===== src/rtl/pf_read_buf.sv =====
module pf_read_buf #(
  parameter int AW = 16,
  parameter int DW = 32,
  parameter int NENT = 4,
  localparam int EW = $clog2(NENT)
) (
  input  logic          clk,
  input  logic          rst_n,
  input  logic          pf_valid,
  input  logic [EW-1:0] pf_slot,
  input  logic [AW-1:0] pf_addr,
  input  logic [1:0]    pf_len,
  input  logic          ld_valid,
  input  logic [AW-1:0] ld_addr,
  output logic          ld_hit,
  output logic          ld_wait,
  output logic [DW-1:0] ld_data,
  output logic          mem_req,
  output logic [AW-1:0] mem_addr,
  input  logic          mem_ack,
  input  logic [DW-1:0] mem_rdata
);
  localparam int MAXW = 8;
  localparam int WW = $clog2(MAXW);

  function automatic logic [MAXW-1:0] span_mask(input logic [1:0] code);
    case (code)
      2'd0: return 8'h01;
      2'd1: return 8'h0F;
      2'd2: return 8'hFF;
      default: return 8'h00;
    endcase
  endfunction

  function automatic logic [AW-1:0] span_len(input logic [1:0] code);
    case (code)
      2'd0: return AW'(1);
      2'd1: return AW'(4);
      2'd2: return AW'(8);
      default: return '0;
    endcase
  endfunction

  logic [AW-1:0]   base_q [NENT];
  logic [MAXW-1:0] cov_q  [NENT];
  logic [MAXW-1:0] got_q  [NENT];
  logic [DW-1:0]   dat_q  [NENT][MAXW];
  logic [MAXW-1:0] kill   [NENT];
  logic [AW-1:0]   loff   [NENT];
  logic [NENT-1:0] hitv, waitv;
  logic [DW-1:0]   ld_word;
  logic [EW-1:0]   sel_e;
  logic [WW-1:0]   sel_w;
  logic            any_pend;

  wire           pf_ok = pf_valid && (pf_len != 2'd3);
  wire [AW-1:0]  pf_n  = span_len(pf_len);
  wire           take  = mem_req && mem_ack;

  always_comb begin
    for (int e = 0; e < NENT; e++)
      for (int w = 0; w < MAXW; w++)
        kill[e][w] = pf_ok && (EW'(e) != pf_slot) &&
                     ((base_q[e] + AW'(w) - pf_addr) < pf_n);
  end

  always_comb begin
    any_pend = 1'b0;
    sel_e = '0;
    sel_w = '0;
    for (int e = NENT - 1; e >= 0; e--)
      if (|(cov_q[e] & ~got_q[e])) begin
        any_pend = 1'b1;
        sel_e = EW'(e);
      end
    for (int w = MAXW - 1; w >= 0; w--)
      if (cov_q[sel_e][w] && !got_q[sel_e][w]) sel_w = WW'(w);
  end

  assign mem_req  = any_pend;
  assign mem_addr = base_q[sel_e] + AW'(sel_w);

  always_comb begin
    ld_word = '0;
    for (int e = 0; e < NENT; e++) begin
      loff[e]  = ld_addr - base_q[e];
      hitv[e]  = ld_valid && (loff[e] < AW'(MAXW)) && cov_q[e][loff[e][WW-1:0]] &&
                 got_q[e][loff[e][WW-1:0]];
      waitv[e] = ld_valid && (loff[e] < AW'(MAXW)) && cov_q[e][loff[e][WW-1:0]] &&
                 !got_q[e][loff[e][WW-1:0]];
      if (hitv[e]) ld_word = dat_q[e][loff[e][WW-1:0]];
    end
  end

  assign ld_hit  = |hitv;
  assign ld_wait = |waitv;
  assign ld_data = ld_word;

  always_ff @(posedge clk or negedge rst_n) begin
    if (!rst_n) begin
      for (int e = 0; e < NENT; e++) begin
        base_q[e] <= '0;
        cov_q[e]  <= '0;
        got_q[e]  <= '0;
      end
    end else begin
      for (int e = 0; e < NENT; e++) begin
        if (pf_ok && pf_slot == EW'(e)) begin
          base_q[e] <= pf_addr;
          cov_q[e]  <= span_mask(pf_len);
          got_q[e]  <= '0;
        end else begin
          cov_q[e] <= cov_q[e] & ~kill[e];
          if (take && sel_e == EW'(e)) got_q[e][sel_w] <= 1'b1;
        end
      end
    end
  end

  always_ff @(posedge clk) begin
    if (take) dat_q[sel_e][sel_w] <= mem_rdata;
  end
endmodule


===== config.mk =====
export PLATFORM = sky130hd
export DESIGN_NAME = pf_read_buf
export DESIGN_NICKNAME = d
export VERILOG_FILES = /design/src/rtl/pf_read_buf.sv
export SDC_FILE = /design/constraint.sdc
export NUM_CORES = 2
export LEC_CHECK = 0
export BUFFER_PORTS_ARGS = -buffer_cell sky130_fd_sc_hd__buf_2
export CAP_MARGIN = 25
export CORE_MARGIN = 4
export CORE_UTILIZATION = 35
export CTS_CLUSTER_SIZE = 16
export DETAILED_ROUTE_END_ITERATION = 8
export GPL_ROUTABILITY_DRIVEN = 0
export GPL_TIMING_DRIVEN = 0
export HOLD_SLACK_MARGIN = 0.1
export PLACE_DENSITY = 0.6
export SLEW_MARGIN = 0
export SYNTH_ARGS = -nofsm -noshare
export SYNTH_HDL_FRONTEND = slang
export SYNTH_SLANG_ARGS = --single-unit

===== constraint.sdc =====
create_clock -name clk -period 5.6 [get_ports clk]
set_clock_uncertainty 0.2 [all_clocks]
set_input_delay 0.28 -clock clk [delete_from_list [all_inputs] [get_ports clk]]
set_output_delay 0.28 -clock clk [all_outputs]
set_load 0.01 [all_outputs]

==> Word level (Yosys, flattened, before mapping) <==
Memory sizes are Yosys's and may differ from the RTL's.
Index checks and enable logic that the tools add are counted.
{ "classes": {"n_eq_ne": 12, "add_sub_neg": 65, "n_reduce_logical": 98, "order_cmp": 49, "bitwise": 26, "mux": 77} }
{ "ops": {"columns": ["operator", "count"], "rows": [
  ["$sub 16x16->16", 36],
  ["$lt 16x16->1", 32],
  ["$mux 32", 13],
  ["$bmux 32 s3", 4],
  ["$add 16x3->16 const B", 16],
  ["$mux 256", 1],
  ["$add 16x2->16 const B", 8],
  ["$mux 8", 16],
  ["$demux 32 s3", 1],
  ["$logic_and 1x1->1", 72],
  ["$add 16x1->16 const B", 4],
  ["$and 8x8->8", 8],
  ["$lt 16x4->1 const B", 4],
  ["$not 8->8", 8],
  ["$bmux 16 s2", 1],
  ["$bmux 8 s2", 2],
  ["$mux 16", 2],
  ["$or 8x8->8", 4],
  ["$reduce_or 8->1", 4],
  ["$bmux 1 s3", 8],
  ["$mux 3", 8],
  ["$pmux 8 s3", 1],
  ["$ge 4x4->1 const B", 5],
  ["$lt 3x4->1 const B", 5],
  ["19 further kinds", 64]
]} }
{ "totals": {"in_bits": 73, "ramBits": 1024, "reg_bits": 128, "n_memories": 1} }
{ "memory_table": {"columns": ["name", "depth", "word_bits", "rd", "rd_ports_with_merged_regs", "wr", "line", "text"], "rows": [
  ["dat_q", 4, 256, 4, 0, 1, "47", "logic [DW-1:0] dat_q [NENT][MAXW];"]
]} }

==> Depth between registers and ports, before layout <==
{ "depth": {"depth_word": 28, "depth_mapped": 18} }

==> Least setup slack after synthesis <==
No wires, ideal clock.
{ "synth_timing": {"path_kind": "register to register", "startpoint": "reg cov_q[6] (netlist name)", "endpoint": "mem dat_q[2][100] (netlist name), enable pin", "required_ns": 4.936, "path_stages_with_launch": 13, "setup_time_ns": 0.464, "t_arrival_ns": 5.134, "n_path_buf": 2, "path_slack_ns": -0.197, "path_cell_list": "dfrtp_1 > nor2b_1 > or4_4 > or2_0 > buf_2 > clkbuf_1 > a32o_1 > a222oi_1 > a211oi_1 > o22a_1 > o21ai_2 > inv_2 > nor3_1"} }
{ "synth_between": {"elab_chain_cells": 26, "elab_cells_between_ends": 50} }
{ "synth_lines": {"columns": ["element", "line", "text"], "rows": [
  ["start, declared", "45", "logic [MAXW-1:0] cov_q [NENT];"],
  ["start signal, assigned by index", "110", "cov_q[e] <= span_mask(pf_len);"],
  ["start signal, assigned by index", "113", "cov_q[e] <= cov_q[e] & ~kill[e];"],
  ["$and 8x8->8", "72", "if (|(cov_q[e] & ~got_q[e])) begin"],
  ["$reduce_or 8->1", "72", null],
  ["$mux 2 (4 in series)", "72", null],
  ["$not 2->3 (not written as such)", "77", "if (cov_q[sel_e][w] && !got_q[sel_e][w]) sel_w = WW'(w);"],
  ["$bmux 8 s2", "77", null],
  ["$mux 8 (not written as such) (2 in series)", "77", null],
  ["$logic_not 1->1", "77", null],
  ["$logic_and 1x1->1", "77", null],
  ["$mux 3 (8 in series)", "77", null],
  ["$not 3->4 (not written as such)", "121", "if (take) dat_q[sel_e][sel_w] <= mem_rdata;"],
  ["$ge 4x4->1 (not written as such) / $lt 4x1->1 (equally long branches)", "121", null],
  ["$logic_and 1x1->1 (not written as such)", "121", null],
  ["$mux 32 (not written as such)", "121", null],
  ["$demux 32 s3", "121", null],
  ["$mux 256 (not written as such)", "121", null],
  ["end, declared", "47", null]
]} }
Several ways; a longest one is shown, not always the timed one. The select of a mux whose other input is x is not followed.

==> Worst setup path in the final report <==
{ "layout_timing": {"startpoint": "reg cov_q[8] (netlist name)", "endpoint": "out mem_addr[5]"} }
{ "layout_between": {"elab_chain_cells": 20, "elab_cells_between_ends": 40} }
{ "layout_lines": {"columns": ["element", "line", "text"], "rows": [
  ["$and 8x8->8", "72", null],
  ["$reduce_or 8->1", "72", null],
  ["$mux 2 (3 in series)", "72", null],
  ["$not 2->3 (not written as such)", "77, 81", null],
  ["$bmux 8 s2", "77", null],
  ["$mux 8 (not written as such) (2 in series)", "77", null],
  ["$logic_not 1->1", "77", null],
  ["$logic_and 1x1->1", "77", null],
  ["$mux 3 (8 in series)", "77", null],
  ["$add 16x3->16 (*)", "81", "assign mem_addr = base_q[sel_e] + AW'(sel_w);"],
  ["end, declared", "19", "output logic [AW-1:0] mem_addr,"]
]} }
Mark *: on every way between the ends. The rest lies on a longest branch, timed or not. The select of a mux whose other input is x is not followed.

==> results.cfg <==
[global_route]
grt_use_total_pct = 21.7
grt_pass1_wl_microns = 312000
grt_max_degree = 66
antenna_found_initial = 17
grt_pass1_vias = 45900
gr-total-overflow = 0

[timing]
tns_ns = -1.81
rsz0062_at_grt = true
setup_viol = 13
finalHoldViolations = 0
layout_min_cycle_time_ns = 5.83
maxSlewHeadroom_pct = 22.8
tightest_slew_ns = 1.16
drv_slew = 0
timing.final.ws_setup_ns = -0.226
fmax_mhz = 172
layout_worst_path_cycle_share_pct = 104

[logic_synthesis]
synthAdderAreaFrac_pct = 8.44
synth_top_cell_by_area = edfxtp_1
synth_edf_count = 1024
postSynthNetCount = 5547
ys_seq_area_share_pct = 52.1
syn_inst = 5087
synth-seq-cells = 1152
postSynthAreaPerCell_sq_um = 12.8
synth_top_family_by_area = multiplexers
ys.flop_type = edfxtp_1
muxShareOfSynthArea_pct = 11.3
netlist.area_leader.share_pct = 47.2
synth_warnings = 0
synth-simple-area-share_pct = 8.17
netlist_top_cells_area = edfxtp_1 47%, mux4_2 9.4%, ha_1 5.7%
netlist_area_sq_mm = 0.0652
synth-async-reset-ratio_pct = 11.1
synth-compound-area-share_pct = 11.3
synth_xor_area_share_pct = 5.44
synth.distinct_cells = 91

[floorplanning]
die_w_microns = 440
core_area_sq_mm = 0.185
die_height_microns = 440
pin_count = 124
row_count = 158
start_util_pct = 35.2
dieArea_sq_mm = 0.193

[critical_path]
critPathLaunchType = flip-flop
worstSetupPathType = reg2out
worstPathCellList = inv_1, o2111ai_2, or2_2, buf_2, clkbuf_2, o211ai_1, a22oi_1, nor2_1, a21oi_2, o21ai_4, inv_6, ha_4, inv_2, or2_4, and4b_1, a211oi_4, buf_6, nand4b_1, xor2_2, buf_2
reg2reg_depth = 17
cpLargestDelayFamily = compound AO/OA/AOI/OAI gates
cp.arrival_ns = 5.35
max_stage_delay_ns = 0.53
r2r-start = cov_q[5]
r2r-end = dat_q[0][44]
crit_top_cell = buf_2
critPathLaunch = cov_q[8]
path_max_fanout = 10
crit_path_top_delay_cell = dfrtp_1
critPathRequiredTime_ns = 5.12
critPathBufInv = 7
end_kind = output port
reg2reg_slack_ns = 0.17

[final_layout]
drive_above_1_share_pct = 18.1
multi_input_comb_area_sq_mm = 0.0304
n_fill_cell = 17100
post-route-util_pct = 41.5
regArea_sq_mm = 0.0340
final_cell_mix = 1024 x edfxtp_1, 316 x inv_1, 314 x xnor2_1
final_common_cell = edfxtp_1
stdcell_area_sq_mm = 0.0769
nets = 5980
area_delta_synth_final_pct = 17.9

[route]
drtIter0Drc = 5623
vias = 46800
antenna_left = 0
wl_per_cell_microns = 26.4
viasPerCell = 5.77
dr.pass1.iters = 8
post-route-drc-count = 0
wl_microns = 214000

[worst_hold_path]
hp-start = pf_valid
hold_path_class = in2reg
hold_end = cov_q[10]
hold_depth = 4

[placement]
dpl_worst_slack_ns = -1.16
io_buffers = 121
dpl_cell_area_sq_mm = 0.0705
dpl.hpwl_microns = 156000

[power_and_ir_drop]
leakagePower_nw = 26.9
vdd_drop_max_mv = 0.334
power.density_mw_per_mm2 = 428
total_power_w = 0.0329

[clock_network]
clk_latency_ns = 0.77
cts.sinks = 1152
cts_max_level = 3
clk_path_buf_depth = 3
clk_pin_slew_ns = 0.07
tritoncts = yes
clockRootBuffer = clkbuf_16
cts_made_buffers = 117

[run]
maxCapViolCount = 0

[outcome]
violations = negative setup slack
status = complete, but fails checks
-- metrics by stage --
step	hold WS (ns)	instances
6_report	0.102	8114
5_1_grt	0.122	8104
4_1_cts	0.160	8079
3_5_place_dp	0.121	7770
3_3_place_gp	0.296	7688
2_1_floorplan	-0.216	5087
-- logic make-up after synthesis --
logic type                 Yosys count
xor gates and xnor gates           405
buffers and inverters              569
muxes                              392
adders and majority gates          387
and+or+nand+nor                   1039
DFF                               1152
AOI/OAI and AO/OA                 1143
-- worst reg2reg max path, stage by stage (launching register included) --
cell	delay (ns)
dfrtp_2	0.43
nor2b_4	0.14
or4_4	0.57
or2_0	0.24
buf_4	0.16
clkbuf_8	0.13
a32o_1	0.25
a222oi_1	0.29
buf_4	0.18
a211oi_2	0.04
o22a_1	0.22
o21ai_4	0.25
buf_4	0.15
buf_4	0.13
buf_2	0.37
nand2_1	0.40
nor2_4	0.70
buf_12	0.27
-- area by class of cell --
class,count,area share [%]
antenna,11,0.0358
buffer,223,1.30
clock buffer,145,3.99
clock inverter,77,1.21
inverter,335,1.64
multi-input combinational,3366,39.6
sequential,1152,44.2
tap,2480,4.04
timing repair buffer,325,3.98
-- cell usage after synthesis (50+ instances only) --
cell type / n
nand2_1: 233
dfrtp_1: 128
clkbuf_1: 189
edfxtp_1: 1024
o21ai_0: 294
nand4_1: 82
nor3_1: 83
a211oi_1: 55
nand3_1: 76
nor2b_1: 75
inv_1: 323
xor2_1: 80
xnor2_1: 325
nor4_1: 50
fa_1: 88
a21o_1: 72
a21oi_1: 307
mux2i_1: 81
mux4_2: 272
nor2_1: 223
ha_1: 299
-- where the power goes --
part / switching [W] / internal (W) / total (W)
sequential: 0.000424 / 0.0102 / 0.0106
clock: 0.00346 / 0.00465 / 0.00812
combinational: 0.00866 / 0.00549 / 0.0142
total: 0.0125 / 0.0203 / 0.0329
-- repair_timing --
item	CTS	global route
cloned	0	1
resized for setup	209	69
pin swaps	53	33
hold buffers	56	0
setup endpoints to repair	109	48
endpoints found under the hold margin	1214	0
setup buffers	39	8
-- registers in the layout, summed over array words and instances (netlist names) --
| signal | count |
|---|---|
| base_q | 64 |
| dat_q | 1024 |
| got_q | 32 |
| cov_q | 32 |
-- worst max-delay path by stage --
| stage | to | cells after the start |
|---|---|---|
| floorplan | dat_q[2][100] | 12 |
| global placement | dat_q[0][144] | 11 |
| detailed placement | ld_data[5] | 17 |
| CTS | mem_addr[8] | 20 |
| global route | mem_addr[5] | 21 |
| finish | mem_addr[5] | 20 |
-- routing by layer --
| metal | vias up | wire, microns | GRT usage (%) |
|---|---|---|---|
| met5 | - | 55 | 0 |
| met4 | 4 | 9770 | 9.01 |
| met3 | 489 | 19900 | 4.70 |
| met2 | 2369 | 98500 | 34.3 |
| met1 | 23600 | 86000 | 28.9 |
| li1 | 20400 | - | - |
Note: power is estimated with default switching activity, not from simulation.
